===== src/rtl/stubcorr_pkg.sv =====
package stubcorr_pkg;
  localparam int ADDR_W = 5;
  localparam int PAT_W  = 4;
  localparam int SW     = 1 + ADDR_W + PAT_W;

  typedef struct packed {
    logic              v;
    logic [ADDR_W-1:0] a;
    logic [PAT_W-1:0]  p;
  } hit_t;

  // single channel or two neighbouring channels
  function automatic logic pat_ok(input logic [PAT_W-1:0] p);
    logic ok;
    ok = 1'b0;
    for (int i = 0; i < PAT_W; i++) begin
      if (p == (PAT_W'(1) << i)) ok = 1'b1;
      if (i < PAT_W - 1 && p == (PAT_W'(3) << i)) ok = 1'b1;
    end
    return ok;
  endfunction

  function automatic logic addr_near(input logic [ADDR_W-1:0] x,
                                     input logic [ADDR_W-1:0] y,
                                     input int tol);
    logic [ADDR_W-1:0] d;
    d = (x > y) ? (x - y) : (y - x);
    return int'(d) <= tol;
  endfunction
endpackage


===== src/rtl/hit_filter.sv =====
module hit_filter
  import stubcorr_pkg::*;
#(
  parameter int N_IN   = 4,
  parameter int N_KEEP = 2,
  localparam int DW    = $clog2(N_IN + 1)
) (
  input  logic          clk,
  input  logic          rst,
  input  hit_t          in_h [N_IN],
  output hit_t          kept [N_KEEP],
  output logic [DW-1:0] drops
);
  hit_t          sel [N_KEEP];
  logic [DW-1:0] ndrop;

  always_comb begin
    int n;
    n = 0;
    ndrop = '0;
    for (int k = 0; k < N_KEEP; k++) sel[k] = '0;
    for (int i = 0; i < N_IN; i++) begin
      if (in_h[i].v && pat_ok(in_h[i].p)) begin
        if (n < N_KEEP) begin
          sel[n] = in_h[i];
          n++;
        end else begin
          ndrop = ndrop + 1'b1;
        end
      end
    end
  end

  always_ff @(posedge clk) begin
    if (rst) begin
      for (int k = 0; k < N_KEEP; k++) kept[k] <= '0;
      drops <= '0;
    end else begin
      for (int k = 0; k < N_KEEP; k++) kept[k] <= sel[k];
      drops <= ndrop;
    end
  end

  generate
    for (genvar k = 0; k < N_KEEP; k++) begin : g_chk
      // only narrow clusters leave the filter
      a_r2_kept_narrow: assert property (@(posedge clk) disable iff (rst)
        kept[k].v |-> pat_ok(kept[k].p));
      if (k > 0) begin : g_pack
        // kept hits fill from slot 0
        a_r3_kept_packed: assert property (@(posedge clk) disable iff (rst)
          kept[k].v |-> kept[k-1].v);
      end
    end
  endgenerate
endmodule


===== src/rtl/stub_match.sv =====
module stub_match
  import stubcorr_pkg::*;
#(
  parameter int N_KEEP = 2,
  parameter int TOL    = 1
) (
  input  logic                 clk,
  input  logic                 rst,
  input  hit_t                 lo [N_KEEP],
  input  hit_t                 up [N_KEEP],
  output logic [N_KEEP*SW-1:0] stubs
);
  logic [N_KEEP-1:0]    hit;
  logic [N_KEEP*SW-1:0] nxt;

  always_comb begin
    for (int i = 0; i < N_KEEP; i++) begin
      hit[i] = 1'b0;
      for (int j = 0; j < N_KEEP; j++)
        if (lo[i].v && up[j].v && lo[i].p == up[j].p &&
            addr_near(lo[i].a, up[j].a, TOL))
          hit[i] = 1'b1;
    end
  end

  // rank each matched lower hit among the matched ones, ties by index
  always_comb begin
    nxt = '0;
    for (int i = 0; i < N_KEEP; i++) begin
      int r;
      r = 0;
      for (int j = 0; j < N_KEEP; j++)
        if (hit[j] && (lo[j].a < lo[i].a || (lo[j].a == lo[i].a && j < i)))
          r++;
      if (hit[i]) nxt[r*SW +: SW] = {1'b1, lo[i].a, lo[i].p};
    end
  end

  always_ff @(posedge clk) begin
    if (rst) stubs <= '0;
    else     stubs <= nxt;
  end

  generate
    for (genvar k = 0; k + 1 < N_KEEP; k++) begin : g_ord
      // packed low and ascending by address
      a_r6_stub_order: assert property (@(posedge clk) disable iff (rst)
        stubs[(k+1)*SW + SW-1] |->
          (stubs[k*SW + SW-1] &&
           stubs[k*SW + PAT_W +: ADDR_W] <= stubs[(k+1)*SW + PAT_W +: ADDR_W]));
    end
    for (genvar k = 0; k < N_KEEP; k++) begin : g_w
      // a stub always carries a narrow pattern
      a_r5_stub_pattern: assert property (@(posedge clk) disable iff (rst)
        stubs[k*SW + SW-1] |-> pat_ok(stubs[k*SW +: PAT_W]));
    end
  endgenerate
endmodule


===== src/rtl/stub_correlator.sv =====
module stub_correlator
  import stubcorr_pkg::*;
#(
  parameter int N_IN   = 4,
  parameter int N_KEEP = 2,
  parameter int TOL    = 1,
  parameter int OCNT_W = 8,
  localparam int DW    = $clog2(N_IN + 1)
) (
  input  logic                     clk,
  input  logic                     rst,
  input  logic [N_IN-1:0]          lo_vld,
  input  logic [N_IN*ADDR_W-1:0]   lo_addr,
  input  logic [N_IN*PAT_W-1:0]    lo_pat,
  input  logic [N_IN-1:0]          up_vld,
  input  logic [N_IN*ADDR_W-1:0]   up_addr,
  input  logic [N_IN*PAT_W-1:0]    up_pat,
  output logic [N_KEEP*SW-1:0]     stub_o,
  output logic [OCNT_W-1:0]        ovf_cnt
);
  localparam logic [OCNT_W:0] CMAX = {1'b0, {OCNT_W{1'b1}}};

  hit_t          lo_in [N_IN];
  hit_t          up_in [N_IN];
  hit_t          lo_k  [N_KEEP];
  hit_t          up_k  [N_KEEP];
  logic [DW-1:0] lo_d, up_d;
  logic [OCNT_W:0] sum;

  generate
    for (genvar s = 0; s < N_IN; s++) begin : g_unpack
      assign lo_in[s] = '{v: lo_vld[s], a: lo_addr[s*ADDR_W +: ADDR_W],
                          p: lo_pat[s*PAT_W +: PAT_W]};
      assign up_in[s] = '{v: up_vld[s], a: up_addr[s*ADDR_W +: ADDR_W],
                          p: up_pat[s*PAT_W +: PAT_W]};
    end
  endgenerate

  hit_filter #(.N_IN(N_IN), .N_KEEP(N_KEEP)) u_flt_lo (
    .clk(clk), .rst(rst), .in_h(lo_in), .kept(lo_k), .drops(lo_d));

  hit_filter #(.N_IN(N_IN), .N_KEEP(N_KEEP)) u_flt_up (
    .clk(clk), .rst(rst), .in_h(up_in), .kept(up_k), .drops(up_d));

  stub_match #(.N_KEEP(N_KEEP), .TOL(TOL)) u_match (
    .clk(clk), .rst(rst), .lo(lo_k), .up(up_k), .stubs(stub_o));

  assign sum = {1'b0, ovf_cnt} + (OCNT_W+1)'(lo_d) + (OCNT_W+1)'(up_d);

  always_ff @(posedge clk) begin
    if (rst)             ovf_cnt <= '0;
    else if (sum > CMAX) ovf_cnt <= CMAX[OCNT_W-1:0];
    else                 ovf_cnt <= sum[OCNT_W-1:0];
  end

  // reset clears the outputs
  a_r1_reset_clear: assert property (@(posedge clk)
    rst |=> (stub_o == '0 && ovf_cnt == '0));

  // counter never moves backward (no wrap)
  a_r8_no_wrap: assert property (@(posedge clk) disable iff (rst)
    !$past(rst) |-> ovf_cnt >= $past(ovf_cnt));
endmodule


===== config.mk =====
export PLATFORM = sky130hd
export DESIGN_NAME = stub_correlator
export DESIGN_NICKNAME = d
export VERILOG_FILES = /design/src/rtl/stubcorr_pkg.sv /design/src/rtl/hit_filter.sv /design/src/rtl/stub_match.sv /design/src/rtl/stub_correlator.sv
export SDC_FILE = /design/constraint.sdc
export NUM_CORES = 1
export LEC_CHECK = 0
export BUFFER_PORTS_ARGS = -buffer_cell sky130_fd_sc_hd__buf_2
export CORE_ASPECT_RATIO = 0.9
export CORE_MARGIN = 3
export CORE_UTILIZATION = 40
export DETAILED_ROUTE_END_ITERATION = 7
export PLACE_DENSITY_LB_ADDON = 0.25
export SLEW_MARGIN = 20
export SYNTH_ARGS = -nofsm -noshare
export SYNTH_HDL_FRONTEND = slang
export SYNTH_SLANG_ARGS = --single-unit

===== constraint.sdc =====
create_clock -name clk -period 3.72 [get_ports clk]
set_input_delay 0 -clock clk [delete_from_list [all_inputs] [get_ports clk]]
set_output_delay 0 -clock clk [all_outputs]
set_load 0.02 [all_outputs]

[Yosys cells after proc, flatten, opt, wreduce, memory -nomap -nowiden]
Index checks and enable logic that the tools add are counted.
Word-level totals
  output and inout bits: 28
  input bits: 82
  register bits: 74
  word-level logic and storage cells: 300
Operators by class
  multipliers: 2
  eq/ne operators: 61
  shift operators: 4
  bitwise gates (word level): 7
  $lt $le $gt $ge: 31
  muxes and demuxes: 126
  $add $sub $neg: 22
  reduce and logical (&&, ||, !) cells: 31
Operators with widths (count)
  $mux 32: 10
  $mux 20: 14
  $ge 32x2->1 const B: 6
  $lt 32x1->1 const B: 6
  $bwmux 20: 7
  $lt 32x3->1 const B: 4
  $not 32->32: 4
  $mux 10: 8
  $mux 1: 66
  $neg 32->33: 2
  $shift 10x33->20 const A: 2
  $shiftx 10x33->20: 2
  $add 32x2->32 const B: 2
  $eq 4x2->1 const B: 16
  $eq 4x3->1 const B: 16
  $eq 4x4->1 const B: 16
  $mul 32x4->31 const B: 2
  $not 1->32: 2
  $demux 10 s1: 6
  $sub 5x5->5: 8
  $eq 4x1->1 const B: 8
  $logic_and 1x1->1: 30
  $mux 3: 10
  $and 20x20->20: 1
  other kinds (14): 36

[Logic depth before layout (Yosys ltp)]
Gate-level depths: netlist of run 1.
  depth in word-level cells: 24
  depth in mapped cells: 13
  gate-level depth less buffers: 12

[Modules after synthesis]
From an unflattened synthesis of run 1, not the netlist that was laid out.
Second synthesis, totals
  cell total of the unflattened synthesis: 643
  area total of the unflattened synthesis: 5725.5 µm²
By module, submodules not included
  hit_filter: seq. area each 440.4 µm², times used 2, area an instance 1308.8 µm², cells each 141
  stub_match: seq. area each 400.4 µm², times used 1, area an instance 2616.3 µm², cells each 310
  stub_correlator: seq. area each 160.2 µm², times used 1, area an instance 491.7 µm², cells each 51

[Least setup slack after synthesis of run 1]
No wires, ideal clock.
  kind: register -> register
  start: reg, netlist name u_flt_lo.kept[5]
  end: reg u_match.stubs[5]
  required time: 3603 ps
  setup slack: 884 ps
  library setup time: 117 ps
  arrival: 2719 ps
  cell stages (with the launch flop): 12
  buffers on the path: 1
  period minus slack after synthesis: 2836 ps
  cell sequence: dfxtp_1 inv_1 ha_1 nor2b_1 o221ai_1 a211oi_1 o211ai_1 and4_1 o2111a_1 o221a_2 buf_6 a32o_1
On the way
  word-level cells in the longest chain between the ends: 15
  elaborated cells between the ends (all ways): 38
  classes of those cells: add/sub (7); mul (2); order compare (7); eq/ne (1); shift (4); mux (10); bitwise (1); reduce/logical (6)
RTL lines
  $sub 5x5->5 / $gt 5x5->1 (equally long branches): RTL line stubcorr_pkg.sv:27  | d = (x > y) ? (x - y) : (y - x);
  $mux 5: RTL line stubcorr_pkg.sv:27
  $le 5x1->1: RTL line stubcorr_pkg.sv:28  | return int'(d) <= tol;
  $logic_and 1x1->1: RTL line stub_match.sv:20  | if (lo[i].v && up[j].v && lo[i].p == up[j].p &&
  $mux 1 (2 in series): RTL line stub_match.sv:20
  $logic_and 1x1->1: RTL line stub_match.sv:33  | if (hit[j] && (lo[j].a < lo[i].a || (lo[j].a == lo[i].a && j < i)))
  $mux 32: RTL line stub_match.sv:33
  $mul 32x4->31: RTL line stub_match.sv:35  | if (hit[i]) nxt[r*SW +: SW] = {1'b1, lo[i].a, lo[i].p};
  $neg 32->33: RTL line stub_match.sv:35
  $shiftx 10x33->20 / $shift 10x33->20 (equally long branches): RTL line stub_match.sv:35
  $and 20x20->20 (no line)
  $mux 20: RTL line stub_match.sv:35
  $bwmux 20: RTL line stub_match.sv:35
  $mux 20 *: RTL line stub_match.sv:35
  to (signal assigned): RTL line stub_match.sv:41  | else stubs <= nxt;
  to (decl): RTL line stub_match.sv:11  | output logic [N_KEEP*SW-1:0] stubs
Mark *: on every way between the ends. The rest lies on a longest branch, timed or not.
A chain may end at the register's enable or synchronous reset.

[Worst setup path after layout of run 1]
  start: reg, netlist name u_flt_lo.kept[5]
  end: reg u_match.stubs[8]
On the way
  word-level cells in the longest chain between the ends: 15
  elaborated cells between the ends (all ways): 38
  classes of those cells: add/sub (7); mul (2); order compare (7); eq/ne (1); shift (4); mux (10); bitwise (1); reduce/logical (6)
RTL lines (RTL line)
  $sub 5x5->5 / $gt 5x5->1 (equally long branches): stubcorr_pkg.sv:27
  $mux 5: stubcorr_pkg.sv:27
  $le 5x1->1: stubcorr_pkg.sv:28
  $logic_and 1x1->1: stub_match.sv:20
  $mux 1 (2 in series): stub_match.sv:20
  $logic_and 1x1->1: stub_match.sv:33
  $mux 32: stub_match.sv:33
  $mul 32x4->31: stub_match.sv:35
  $neg 32->33: stub_match.sv:35
  $shiftx 10x33->20 / $shift 10x33->20 (equally long branches): stub_match.sv:35
  $and 20x20->20 (no line)
  $mux 20: stub_match.sv:35
  $bwmux 20: stub_match.sv:35
  $mux 20 *: stub_match.sv:35
Marked as above.

==> impl_metrics.ini, run 1 <==
[synth]
synth_top_area_cell = dfxtp_1
synth_edf_count = 0
synth_area_leaders = dfxtp_1 26%, ha_1 11%, nor2_1 6.9%
ys.flop_type = dfxtp_1
yosys_warnings = 0
netlist_instances = 668
synth_seq_area_share = 0.263
syn-cell-area_um2 = 5490
ys_ff_latch = 72
async_reset_ff_frac = 0
synth_top_area_frac = 0.263
post_synth_num_cell_types = 65
synth_area_per_cell_um2 = 8.22
syn_nets = 810

[die]
io_pins = 110
initial_core_util = 0.421
core.rowCount = 39
die_w_um = 129
fp.dieH_um = 117
die_area_um2 = 15200
core_area_um2 = 13000

[placement]
placed_cell_area_um2 = 6180
numPortBuffers = 109
gp_congestion = 0.978
dpl.hpwl_mm = 12.9

[worst_setup_path]
cp-start-kind = register
regToRegEndpoint = u_match.stubs[8]
r2r_setup_slack_ns = 0.38
cp.required_ns = 3.94
slowest_stage = dfxtp_1
critPathTopFamily = compound AO/OA/AOI/OAI gates
arrival_ns = 3.55
slowest_delay_ns = 0.55
r2r-start = u_flt_lo.kept[5]
critPathCaptureType = register
cp_cell_sequence = inv_1 > ha_1 > nor2b_1 > o221ai_1 > a211oi_1 > a31oi_1 > and4_1 > o2111a_1 > o221a_2 > a32o_1
reg2reg_depth = 10
path_buf_inv = 1
critPathKind = reg2reg
worstPathMaxFanout = 9

[status]
status = complete, no violations

[drt]
wl_per_cell_um = 16.9
num_vias = 5448
drc = 0
firstDrtPassIters = 6
ant_nets = 0
via_per_inst = 5.71
wirelength_mm = 16.1
initialDrtViolationCount = 400

[global_routing]
grt_pass1_vias = 5426
grt_max_degree = 55
grtUsageTotal = 0.218
grt_pass1_wl_mm = 26.6
antenna_found_initial = 0
gr-total-overflow = 0

[clocking]
ctsLongestPathBuffers = 2
path_clk_slew_ns = 0.06
clock-sinks = 72
htreeDepth = 3
tritoncts = done
cts_root_buffer = clkbuf_16
clk_latency_ns = 0.33
cts_buffers = 9

[power_and_ir_drop]
p_per_area_nw_per_um2 = 405
peakVddDrop_mv = 0.224
power.total_mw = 2.70
p_leak_nw = 2.88

[timing]
rsz0062_at_grt = false
finClkSkew_ns = 0.00875
relSlewSlack = 0.533
drv_slew = 0
fin_crit_sh = 0.897
fin_crit_ns = 3.34
max_freq_mhz = 300
worst_pin_slew_ns = 0.694
setup_viol = 0
final_hold_viol_count = 0
tns_ns = 0

[layout]
regArea_um2 = 1440
multi_input_area_um2 = 3750
n_antenna_cell = 0
mostFrequentLayoutCells = 109 x buf_2, 101 x nor2_1, 72 x dfxtp_1
fin_area_um2 = 6660
drive_gt1_frac = 0.195
fillerInstances = 1231
layout_commonest_cell = buf_2
nets = 928
area_delta_synth_final_pct = 21.4

[hold_path]
hold_path.startpoint = lo_vld[2]
hold_depth = 3
min-delay-path-class = in2reg
min_to = u_flt_lo.drops[1]

[run]
maxCapViolations = 0
state kept, by name, summed over array words and instances (netlist names):
| signal | count |
|---|---|
| u_flt_lo.kept | 20 |
| ovf_cnt | 8 |
| u_match.stubs | 20 |
| u_flt_lo.drops | 2 |
| u_flt_up.kept | 20 |
| u_flt_up.drops | 2 |
tightest hold or removal path: stages:
cell	delay, ns
buf_2	0.10
nand3_1	0.12
nor4_1	0.07
cell type report:
type                    instances  area share
multi-input cells             524       0.563
flip-flops and latches         72       0.216
repair buffers                134       0.116
clock buffers                  12      0.0385
well taps                     164      0.0308
inverters                      45      0.0254
clock inverters                 3     0.00977
worst max-delay path by stage:
stage	startpoint	to	slack (ns)	depth (start not counted)
floorplan	u_flt_lo.kept[5]	u_match.stubs[5]	0.88	11
global placement	u_flt_lo.kept[5]	u_match.stubs[3]	0.65	10
finish	u_flt_lo.kept[5]	u_match.stubs[8]	0.38	10
detailed placement	u_flt_lo.kept[5]	u_match.stubs[5]	0.49	10
global route	u_flt_lo.kept[5]	u_match.stubs[8]	0.13	10
CTS	u_flt_lo.kept[5]	u_match.stubs[6]	0.47	10
synthesized netlist by cell type, types with 5 or more instances:
cell type	instances
nor2_1	101
dfxtp_1	72
a21oi_1	64
ha_1	49
inv_1	43
a211oi_1	40
a22oi_1	24
nand2_1	24
xor2_1	24
o21ai_0	19
clkbuf_1	17
mux2i_1	17
nor3_1	14
nand3_1	12
fa_1	11
a32o_1	10
nor2b_1	9
a21o_1	8
and3_1	7
xnor2_1	7
o22ai_1	6
a31oi_1	5
nand2b_1	5
nand4_1	5
nor4_1	5
o21a_1	5
metrics by stage:
step / setup slack (ns) / hold slack, ns / util / cells
floorplan: 0.884 / 0.141 / - / 668
global placement: 0.654 / 0.260 / 0.474 / 923
detailed placement: 0.486 / 0.262 / 0.474 / 923
CTS: 0.472 / 0.00102 / 0.511 / 954
global route: 0.132 / 0.0213 / 0.511 / 954
finish: 0.385 / 0.0119 / 0.511 / 954
cell families after synthesis:
| logic type | synth area share |
|---|---|
| flip-flops | 0.263 |
| AO/OA/AOI/OAI | 0.263 |
| XOR/XNOR | 0.0495 |
| multiplexers | 0.0371 |
| AND/OR/NAND/NOR | 0.182 |
| adder cells (fa/ha/maj) | 0.152 |
| buffers and inverters | 0.0540 |
metal layers:
metal  share of wire  routed length [um]  GRT usage  up-vias
li1                -                   -          -     2662
met1            0.47                7590      0.304     2545
met2            0.46                7360      0.355      213
met3           0.055                 891     0.0372       28
met4           0.019                 306     0.0533        0
met5               0                   0          0        -
where the power goes:
group	switching [mW]	internal [mW]
clock	0.303	0.618
combinational	0.518	0.397
sequential	0.0522	0.807
timing repair:
item / CTS / global route
setup buffers: 0 / 0
hold buffers: 16 / 0
gates resized for setup: 0 / 0
hold endpoints to repair: 26 / 0
(Power assumes the default switching activity.)
==> run 2: changes to the inputs <==
==> constraint.sdc (replaced) <==
create_clock -name clk -period 3.72 [get_ports clk]
set_input_delay 0.186 -clock clk [delete_from_list [all_inputs] [get_ports clk]]
set_output_delay 0.186 -clock clk [all_outputs]
set_load 0.02 [all_outputs]
==> impl_metrics.ini, run 2 (synthesis results as in run 1) <==
[status]
status = complete, no violations

[drt]
wl_per_cell_um = 16.5
initialDrtViolationCount = 324
num_vias = 5317
firstDrtPassIters = 5
ant_nets = 0
via_per_inst = 5.66
wirelength_mm = 15.5
drc = 0

[global_routing]
grt_max_degree = 54
grt_pass1_wl_mm = 24.8
grt_pass1_vias = 4994
antenna_found_initial = 0
grtUsageTotal = 0.204
gr-total-overflow = 0

[layout]
regArea_um2 = 1440
mostFrequentLayoutCells = 109 x buf_2, 101 x nor2_1, 72 x dfxtp_1
layout_commonest_cell = buf_2
final_cells = 939
n_antenna_cell = 0
fillerInstances = 1244
nets = 912
fin_area_um2 = 6490
top_regs = u_flt_lo.kept: 20 flops, u_flt_up.kept: 20 flops, u_match.stubs: 20 flops
area_delta_synth_final_pct = 18.2
utilization = 0.498
multi_input_area_um2 = 3750
drive_gt1_frac = 0.200

[worst_setup_path]
arrival_ns = 3.42
critPathCaptureType = register
cp-start-kind = register
cp.required_ns = 3.94
critPathKind = reg2reg
slowest_delay_ns = 0.55
cp_cell_sequence = inv_1 > ha_1 > nor2b_1 > o221ai_1 > a211oi_1 > o211ai_1 > and4_1 > o2111a_1 > o221a_2 > a32o_1
slowest_stage = dfxtp_1
critPathTopFamily = compound AO/OA/AOI/OAI gates
worstPathMaxFanout = 9
path_buf_inv = 1

[clocking]
cts_root_buffer = clkbuf_16
clock-sinks = 72
cts_resized = 0
holdBufCountCts = 0
ctsLongestPathBuffers = 2
postCtsSetupRepairBufs = 0
htreeDepth = 3
tritoncts = done
cts_buffers = 9
path_clk_slew_ns = 0.05
clk_latency_ns = 0.33

[die]
fp.dieH_um = 117
io_pins = 110
die_w_um = 129
core.rowCount = 39
initial_core_util = 0.421
core_area_um2 = 13000
die_area_um2 = 15200

[timing]
max_freq_mhz = 313
finClkSkew_ns = 0.00748
setup_ws_ns = 0.520
drv_slew = 0
rsz0062_at_grt = false
hold_ws_ns = 0.109
relSlewSlack = 0.500
fin_crit_ns = 3.20
setup_viol = 0
tns_ns = 0
final_hold_viol_count = 0
worst_pin_slew_ns = 0.743
fin_crit_sh = 0.860

[placement]
place_ws_ns = 0.581
placed_cell_area_um2 = 6180
dpl.hpwl_mm = 12.6
gp_congestion = 0.921
dp_cells = 923
numPortBuffers = 109

[power_and_ir_drop]
power.total_mw = 2.61
p_per_area_nw_per_um2 = 403
peakVddDrop_mv = 0.230
p_leak_nw = 2.80

[hold_path]
min-delay-path-class = in2reg

[run]
maxCapViolations = 0
[run 2: cell types whose count changed in the layout (fill, tap and decap cells not counted)]
cell           previous run  this run
clkinvlp_4                0         3
bufinv_16                 2         1
dlygate4sd3_1            16         0
clkinv_2                  1         0
[run 2: final cells by class]
| cell class | instances | share of cell area |
|---|---|---|
| clock inverter | 4 | 0.00810 |
| clock buffer | 12 | 0.0395 |
| multi-input combinational | 524 | 0.578 |
| sequential | 72 | 0.222 |
| tap | 164 | 0.0316 |
| inverter | 45 | 0.0260 |
| timing repair buffer | 118 | 0.0945 |
[run 2: worst paths after layout]
kind / start / to / slack, ns / depth (start not counted)
worst max register to register: u_flt_lo.kept[5] / u_match.stubs[4] / 0.52 / 10
worst min-delay path: up_addr[17] / u_flt_up.kept[16] / 0.11 / 3
worst min register to register: ovf_cnt[6] / ovf_cnt[6] / 0.55 / 2
worst max-delay path: u_flt_lo.kept[5] / u_match.stubs[4] / 0.52 / 10
[run 2: power by group]
group / internal, mW / total, mW / leakage [nW] / switching [mW]
clock: 0.555 / 0.865 / 0.141 / 0.310
combinational: 0.383 / 0.891 / 2.07 / 0.509
sequential: 0.807 / 0.856 / 0.585 / 0.0493
[run 2: worst reg2reg max path, delay by kind of cell (launching register included)]
family	cells	cell delay [ns]
compound gates	6	1.53
buf+inv	1	0.22
fa+ha+maj	1	0.36
flops	1	0.55
simple gates	2	0.43
[run 2: per-layer routing]
| layer | GRT usage | wire, um | vias up |
|---|---|---|---|
| met4 | 0.0416 | 231 | 0 |
| met2 | 0.329 | 6990 | 185 |
| li1 | - | - | 2632 |
| met5 | 0 | 0 | - |
| met3 | 0.0417 | 1050 | 27 |
| met1 | 0.286 | 7210 | 2473 |
==> run 3: changes to the inputs <==
Settings changed: ABC_CLOCK_PERIOD_IN_PS from default to 3720, CELL_PAD_IN_SITES_DETAIL_PLACEMENT from default to 1, CELL_PAD_IN_SITES_GLOBAL_PLACEMENT from default to 1.
==> impl_metrics.ini, run 3 (synthesis results as in run 1) <==
[drt]
ant_nets = 0
num_vias = 5544
firstDrtPassIters = 4
wirelength_mm = 18.0
drc = 0
via_per_inst = 5.89
wl_per_cell_um = 19.1
initialDrtViolationCount = 270

[timing]
hold_ws_ns = 0.106
relSlewSlack = 0.485
rsz0062_at_grt = false
fin_crit_ns = 3.38
final_hold_viol_count = 0
fin_crit_sh = 0.909
finClkSkew_ns = 0.00692
tns_ns = 0
max_freq_mhz = 296
drv_slew = 0
setup_viol = 0
worst_pin_slew_ns = 0.765

[worst_setup_path]
cp.required_ns = 3.99
critPathTopFamily = compound AO/OA/AOI/OAI gates
critPathCaptureType = register
slowest_delay_ns = 0.60
critPathKind = reg2reg
cp_cell_sequence = inv_1 > ha_1 > nor2b_1 > o221ai_1 > a211oi_1 > o211ai_1 > and4_1 > o2111a_1 > o21ai_2 > a32o_1
arrival_ns = 3.65
path_buf_inv = 1
cp-start-kind = register
worstPathMaxFanout = 10
slowest_stage = dfxtp_1

[layout]
layout_commonest_cell = buf_2
fillerInstances = 1607
n_antenna_cell = 0
nets = 916
mostFrequentLayoutCells = 109 x buf_2, 101 x nor2_1, 72 x dfxtp_1
area_delta_synth_final_pct = 18.3
drive_gt1_frac = 0.204
top_regs = u_flt_lo.kept: 20 flops, u_flt_up.kept: 20 flops, u_match.stubs: 20 flops

[status]
status = complete, no violations

[power_and_ir_drop]
p_per_area_nw_per_um2 = 404
peakVddDrop_mv = 0.232
p_leak_nw = 2.82

[die]
core.rowCount = 39
io_pins = 110
die_area_um2 = 15200
fp.dieH_um = 117
initial_core_util = 0.421
die_w_um = 129
core_area_um2 = 13000

[placement]
gp_congestion = 0.897
numPortBuffers = 109
dpl.hpwl_mm = 14.6

[clocking]
clock-sinks = 72
cts_resized = 0
holdBufCountCts = 0
cts_root_buffer = clkbuf_16
tritoncts = done
ctsLongestPathBuffers = 2
postCtsSetupRepairBufs = 0
htreeDepth = 3
cts_buffers = 9
clk_latency_ns = 0.33
path_clk_slew_ns = 0.05

[global_routing]
grtUsageTotal = 0.242
grt_pass1_vias = 5809
gr-total-overflow = 0
grt_pass1_wl_mm = 29.5
grt_max_degree = 52
antenna_found_initial = 0

[run]
maxCapViolations = 0

[hold_path]
min-delay-path-class = in2reg
==> run 3: report_power, final <==
part / switching (mW) / total [mW] / internal, mW
logic: 0.554 / 0.946 / 0.392
clock network: 0.312 / 0.824 / 0.512
registers: 0.0480 / 0.855 / 0.807
total: 0.915 / 2.63 / 1.71
==> run 3: path summary, 6_finish.rpt <==
kind / startpoint / end / slack (ns) / depth (start not counted)
worst max-delay path: u_flt_lo.kept[5] / u_match.stubs[2] / 0.34 / 10
worst min register to register: ovf_cnt[6] / ovf_cnt[6] / 0.55 / 2
worst max register to register: u_flt_lo.kept[5] / u_match.stubs[2] / 0.34 / 10
worst min-delay path: up_addr[16] / u_flt_up.kept[15] / 0.11 / 3
==> run 3: per-stage QoR <==
stage	setup WS, ns	power (mW)	instances	instance area (um^2)	utilization
2_1_floorplan	0.884	1.52	668	5490	-
3_3_place_gp	0.640	1.74	927	6210	0.477
3_5_place_dp	0.462	1.80	927	6210	0.477
4_1_cts	0.437	2.64	942	6500	0.499
5_1_grt	0.140	2.79	942	6500	0.499
6_report	0.340	2.63	942	6500	0.499
==> run 3: cell type report <==
cell class / instances / area, um^2 / share of cell area
Multi-Input combinational cell: 524 / 3750 / 0.578
Sequential cell: 72 / 1440 / 0.222
Timing Repair Buffer: 122 / 643 / 0.0990
Clock buffer: 9 / 225 / 0.0347
Tap cell: 164 / 205 / 0.0316
Inverter: 45 / 169 / 0.0260
Clock inverter: 6 / 61.3 / 0.00944
==> run 3: routing by layer <==
metal / global-route usage / share of wire / vias to the layer above
li1: - / - / 2638
met1: 0.314 / 0.46 / 2698
met2: 0.411 / 0.47 / 172
met3: 0.0526 / 0.048 / 36
met4: 0.0686 / 0.024 / 0
met5: 0 / 0 / -
==> run 3: worst min-delay path: stages <==
cell     delay (ns)
buf_2          0.09
a21oi_1        0.05
nor2_1         0.07
